**src/rtl/buzzer_drv.sv**
```systemverilog
module buzzer_drv #(
  parameter int CLK_HZ = 4096000
) (
  input  logic       clk,
  input  logic       rst_n,
  input  logic       start,
  input  logic       stop,
  input  logic [1:0] mode,
  input  logic [1:0] freq,
  output logic       buz_out,
  output logic       busy_n
);
  localparam int HALF_FAST = CLK_HZ / 4000;
  localparam int ENV8      = CLK_HZ / 16;
  localparam int BURST     = CLK_HZ / 64;
  localparam int TW        = $clog2(4 * HALF_FAST);
  localparam int EW        = $clog2(ENV8);

  logic          active;
  logic [1:0]    mode_q, freq_q;
  logic [TW-1:0] tcnt, half_lim;
  logic          tph;
  logic [EW-1:0] ecnt;
  logic [3:0]    tog;
  logic          gate;

  always_comb begin
    case (freq_q)
      2'b00:   half_lim = TW'(4 * HALF_FAST - 1);
      2'b01:   half_lim = TW'(2 * HALF_FAST - 1);
      default: half_lim = TW'(HALF_FAST - 1);
    endcase
    case (mode_q)
      2'b00:   gate = ~tog[0];
      2'b01:   gate = ~tog[0] & ~tog[3];
      default: gate = 1'b1;
    endcase
  end

  always_ff @(posedge clk) begin
    if (!rst_n) begin
      active <= 1'b0;
      mode_q <= '0;
      freq_q <= '0;
      tcnt   <= '0;
      tph    <= 1'b0;
      ecnt   <= '0;
      tog    <= '0;
    end else if (stop) begin
      active <= 1'b0;
    end else if (start) begin
      active <= 1'b1;
      mode_q <= mode;
      freq_q <= freq;
      tcnt   <= '0;
      tph    <= 1'b1;
      ecnt   <= '0;
      tog    <= '0;
    end else if (active) begin
      if (tcnt == half_lim) begin
        tcnt <= '0;
        tph  <= ~tph;
      end else begin
        tcnt <= tcnt + 1'b1;
      end
      if (ecnt == EW'(ENV8 - 1)) begin
        ecnt <= '0;
        tog  <= tog + 1'b1;
      end else begin
        ecnt <= ecnt + 1'b1;
      end
      if (mode_q == 2'b10 && tog == 4'd0 && ecnt == EW'(BURST - 1))
        active <= 1'b0;
    end
  end

  assign buz_out = active & tph & gate;
  assign busy_n  = ~active;
endmodule

```
**config.mk**
```make
export PLATFORM = sky130hd
export DESIGN_NAME = buzzer_drv
export DESIGN_NICKNAME = d
export VERILOG_FILES = /design/src/rtl/buzzer_drv.sv
export SDC_FILE = /design/constraint.sdc
export NUM_CORES = 1
export LEC_CHECK = 0
export CAP_MARGIN = 10
export CORE_ASPECT_RATIO = 0.6
export CORE_MARGIN = 10
export CORE_UTILIZATION = 59
export CTS_CLUSTER_SIZE = 24
export DETAILED_ROUTE_END_ITERATION = 8
export PLACE_DENSITY = 0.78
export SYNTH_ARGS = -nofsm -noshare
export SYNTH_HDL_FRONTEND = slang
export SYNTH_SLANG_ARGS = --single-unit
```
**constraint.sdc**
```tcl
create_clock -name clk -period 2.7 [get_ports clk]
set_clock_uncertainty 0.2 [all_clocks]
set_input_delay 0.54 -clock clk [delete_from_list [all_inputs] [get_ports clk]]
set_output_delay 0.54 -clock clk [all_outputs]
set_load 0.01 [all_outputs]
```
==> Word-level counts from Yosys, hierarchy flattened <==
Cells that the tools add are included.
{ "op_classes": {"n_addsub": 3, "eq_ne": 6, "mux": 17, "n_bitwise": 9, "n_reduce_logical": 13} }
{ "ops": {"columns": ["cell", "count"], "rows": [
  ["$mux 18", 3],
  ["$mux 12", 3],
  ["$pmux 12 s2", 1],
  ["$add 18x1->18 const B", 1],
  ["$eq 18x16->1 const B", 1],
  ["$eq 18x18->1 const B", 1],
  ["$add 12x1->12 const B", 1],
  ["$eq 12x12->1", 1],
  ["$mux 4", 3],
  ["$mux 1", 6],
  ["$not 1->1", 6],
  ["$reduce_and 3->1", 2],
  ["$reduce_bool 2->1", 3],
  ["$add 4x1->4 const B", 1],
  ["$eq 2x1->1 const B", 2],
  ["$logic_not 2->1", 2],
  ["$logic_not 4->1", 1],
  ["$reduce_and 2->1", 2],
  ["$and 1x1->1", 3],
  ["$eq 2x2->1 const B", 1],
  ["$logic_and 1x1->1", 2],
  ["$pmux 1 s2", 1],
  ["$reduce_or 2->1", 1]
]} }
{ "word_totals": {"register_bits": 40, "input_bits": 8, "out_inout_bits": 2, "elab_cells": 55} }

==> Longest topological paths before layout <==
{ "logic_depth": {"word_depth": 6, "depth_mapped": 8, "ltp_nobuf": 7} }

==> Least setup slack after synthesis <==
OpenSTA, ideal clock, no wires.
{ "synth_path": {"kind": "input to register", "start": "input port start", "end": "register tcnt[0]", "setup_time_ns": 0.138, "arrival_ns": 1.785, "required_time_ns": 2.362, "slack_ns": 0.577, "cell_stages": 6, "path_cell_list": "clkbuf_1 -> o21bai_1 -> clkbuf_1 -> clkbuf_1 -> a2bb2oi_1 -> nor2_1"} }
{ "synth_via": {"elab_chain_len": 2, "word_cells_on_any_way": 3} }
{ "synth_rtl": {"columns": ["item", "line", "rtl"], "rows": [
  ["from (decl)", "6", "input logic start,"],
  ["$reduce_bool 2->1 (no source line)", null, null],
  ["$reduce_and 2->1 (no source line)", null, null],
  ["to (signal assigned)", "64", "tcnt <= tcnt + 1'b1;"],
  ["to (decl)", "21", "logic [TW-1:0] tcnt, half_lim;"]
]} }
Parallel ways exist; a longest one is shown, timed or not.
A chain may end at the register's enable or synchronous reset.

==> Worst setup path in the final report <==
{ "layout_path": {"start": "register ecnt[0]", "end": "register ecnt[8]"} }
{ "layout_via": {"elab_chain_len": 4, "word_cells_on_any_way": 5} }
{ "layout_rtl": {"columns": ["item", "line", "rtl"], "rows": [
  ["from (decl)", "23", "logic [EW-1:0] ecnt;"],
  ["from (signal assigned)", "70", "ecnt <= ecnt + 1'b1;"],
  ["$add 18x1->18 / $eq 18x18->1 (equally long branches)", "70, 66", null],
  ["$mux 18 (*)", "66", "if (ecnt == EW'(ENV8 - 1)) begin"],
  ["$mux 18 (*)", "59", "end else if (active) begin"],
  ["$mux 18 (*)", "51", "end else if (start) begin"]
]} }
Every way passes the cells marked *; elsewhere a longest branch is shown, timed or not. The select of a mux whose other input is x is not followed.

==> summary.txt <==
Timing
  • Slew at the pin with the worst max-slew slack: 0.5389 ns
  • Final setup fails: 0
  • Crit path time final: 2.439 ns
  • Period utilisation layout: 0.9034
  • RSZ-0062 raised after global routing: false
  • Slew HR: 0.6374
  • Hold Vio Cnt, Final: 0
  • Max Clock Freq: 410.0 MHz
  • Worst hold slack: 0.3133 ns
  • Setup WS post-layout: 0.2609 ns
  • Pins Over Slew Limit: 0
  • Setup TNS Final: 0 ns

Logic synthesis
  • Area contributors post-synth: dfxtp_1 37%, nand2_1 4.8%, and2_1 3.4%, nor2_1 2.9%, nand4_1 2.9%
  • Synth Area in XOR/XNOR: 0.04425
  • Avg Inst Size Synth: 8.247 sq um
  • Post-synth top flop: dfxtp_1
  • Adder-Cell Fraction of Synth Area: 0.02299
  • Yosys reg bits: 40
  • Mapped Nets: 276
  • Post-synthesis cell count: 264
  • Yosys cell types: 47
  • Post-synth EDFFs: 0
  • Synth top area share: 0.3678
  • Complex-gate fraction of the synthesized area: 0.1989
  • Yosys top cell by area: dfxtp_1
  • Simple-Gate Fraction of Synth Area: 0.3075
  • Asr flop ratio synth: 0
  • Largest family of logic cells by synthesized area: simple AND/OR/NAND/NOR gates
  • Post-Syn Area: 2177 sq um
  • Mux cell area share after synthesis: 0.01839
  • Synth warn: 0
  • Post-synthesis sequential area ratio: 0.3678

Clock tree
  • CTS tree: done
  • Cts bufs inserted: 5
  • Worst-path clk slew: 0.08 ns
  • Clk root buf: clkbuf_8
  • Clk_lat worst skew: 0.29 ns
  • Clock sink count: 40
  • Longest Clk Path Bufs: 2
  • Setup Fix Bufs, Post-CTS: 0
  • H-tree depth: 2
  • Hold_buf cts: 0
  • PostCTS Resize Cnt: 0

Power and ir drop
  • VDD IR-drop max: 387.9 uV
  • Pwr dens: 479.4 nW/um^2
  • Power, Total: 1.174 mW
  • Static Leak: 0.8654 nW

Routing
  • # DRC: 0
  • DR vias: 1,978
  • WL final: 5.146 mm
  • Iter 0 DRT Violations: 239
  • Avg Vias per Cell: 6.124
  • ANT nets after route: 0
  • DR WL/cell: 15.93 um
  • First-pass DRT Iterations: 4

Placement
  • Pre-CTS WS: 0.1716 ns
  • Dpl hpwl: 3.824 mm
  • Area post-placement: 2341 sq um
  • Buffers on Ports: 9
  • GP Congestion: 0.8883
  • Dpl cells: 315

Floorplanning
  • Starting density of the core: 0.6397
  • Total Die Area: 6600 sq um
  • Row Count: 16
  • Core area: 3403 sq um
  • # IOs: 10
  • Die H: 67.06 um
  • Die X-Extent: 98.42 um

Global route
  • Pin count of the biggest net entering global routing: 18
  • Global Route met2 Usage: 0.2020
  • First-pass GRT wire length: 8.549 mm
  • Met3 Usage GRT: 0.04737
  • Total global routing overflow: 0
  • Vias in the first global route: 1,737
  • Met1 GRT Util: 0.2374
  • GRT Resource Usage Total: 0.1576
  • Initial antenna violation count: 0
  • GRT Max-Usage Layer: met1

Setup path
  • CP Launch Type: flop
  • R2R Path End: ecnt[8]
  • CP arrival: 2.43 ns
  • Flop2flop setup slack: 0.26 ns
  • Worst-path maximum fanout: 13
  • Slowest cell on the critical path: or4_1
  • Worst setup EP type: flop
  • Worst path required time: 2.69 ns
  • Cell family with most CP delay: simple AND/OR/NAND/NOR gates
  • CP max stage delay: 0.62 ns
  • CP bufs+invs: 0
  • Setup CP Type: reg -> reg
  • Reg-to-Reg Start: ecnt[0]
  • Worst R2R Path Depth: 6
  • Cell Chain, Critical Path: ha_1, nand4_1, or4_1, o21ai_4, o31ai_1, and2_1

Min path
  • Worst min path class: reg -> reg
  • Hold path depth: 2
  • Hold path startpoint: tcnt[1]
  • Hold endpoint: tcnt[1]

Final layout
  • Filler cells: 279
  • Final core utilization: 0.7195
  • Area Overhead vs Synth: 12.47%
  • Multi-input logic area: 1289 sq um
  • Final instance area: 2449 sq um
  • Nets: 289
  • Sequential Area: 800.8 sq um
  • Layout Cells excl Fill: 323
  • Ant diodes: 0
  • Layout cells sized above 1: 0.08273

Run
  • Number of max-cap violations: 0

Status
  • Outcome: finished, final reports clean
## cells in the mapped netlist, drive strengths merged (2+ instances only)
master / count
a31oi: 5
or4: 3
xor2: 6
o311ai: 2
nand3: 11
ha: 4
nand2b: 2
xnor2: 5
a21oi: 12
buf: 2
nand4: 11
nor3: 9
inv: 8
nor4: 6
o2111ai: 4
nor3b: 2
or3: 6
mux2i: 4
o21ai: 13
o31ai: 3
o211a: 3
o21ba: 2
dfxtp: 40
clkbuf: 11
and3: 4
nor2b: 5
and2: 12
o21a: 7
a21boi: 2
nand2: 28
nor2: 17
nand4b: 4
## area by class of cell
class / count / area share
Clock buffer: 6 / 0.02964
Clock inverter: 2 / 0.01431
Inverter: 8 / 0.01226
Multi-Input combinational cell: 203 / 0.5263
Sequential cell: 40 / 0.3270
Tap cell: 45 / 0.02299
Timing Repair Buffer: 19 / 0.06745
## how the worst max path moves through the flow
| stage | startpoint | end | slack [ns] | cells past startpoint |
|---|---|---|---|---|
| 4_1_cts | ecnt[0] | ecnt[8] | 0.33 | 6 |
| 5_1_grt | ecnt[0] | ecnt[8] | 0.13 | 6 |
| 3_5_place_dp | start | ecnt[12] | 0.17 | 5 |
| 6_report | ecnt[0] | ecnt[8] | 0.26 | 6 |
| 3_3_place_gp | start | ecnt[12] | 0.26 | 5 |
| 2_1_floorplan | start | tcnt[0] | 0.58 | 6 |
## worst reg2reg max path: cells and delay by family (launching register included)
family / cells / cell delay [ns]
AND/OR/NAND/NOR: 3 / 1.00
AO/OA/AOI/OAI: 2 / 0.55
flip-flops: 1 / 0.41
adder cells (fa/ha/maj): 1 / 0.19
## cell families (layout without fill, tap and decap cells)
group	Yosys count	in the layout
flip-flops	40	40
buffers and inverters	21	35
XOR/XNOR	11	11
adder cells (fa/ha/maj)	4	4
AND/OR/NAND/NOR	122	122
AO/OA/AOI/OAI	62	62
multiplexers	4	4
## report_power, final
part           switching, mW  total (mW)  internal [mW]  leakage [nW]
clock network          0.208       0.482          0.274        0.0552
registers            0.00926       0.607          0.598         0.323
logic                 0.0478      0.0851         0.0372         0.487
total                  0.265        1.17          0.909         0.865
## sequential cells by signal (all words and copies together) (netlist names)
register / count
freq_q: 2
tcnt: 12
ecnt: 18
tog: 4
active: 1
mode_q: 2
tph: 1
## layer usage
layer | vias to the layer above | share of wire
met5 | - | 0
met3 | 7 | 0.075
li1 | 989 | -
met4 | 0 | 0.0093
met1 | 921 | 0.53
met2 | 61 | 0.38
## cells in the final DEF (no fill, tap or decap), types with 6 or more instances in the layout
| cell type | synthesis | layout |
|---|---|---|
| and2_1 | 12 | 12 |
| a21oi_1 | 12 | 12 |
| o21a_1 | 7 | 7 |
| xor2_1 | 6 | 6 |
| clkdlybuf4s50_1 | 0 | 9 |
| nand2_1 | 28 | 28 |
| nand4_1 | 10 | 10 |
| nor3_1 | 8 | 8 |
| o21ai_0 | 12 | 12 |
| dfxtp_1 | 40 | 40 |
| nand3_1 | 11 | 11 |
| buf_4 | 0 | 10 |
| inv_1 | 8 | 8 |
| nor2_1 | 17 | 17 |
| nor4_1 | 6 | 6 |
| or3_1 | 6 | 6 |
(Power assumes the default switching activity.)
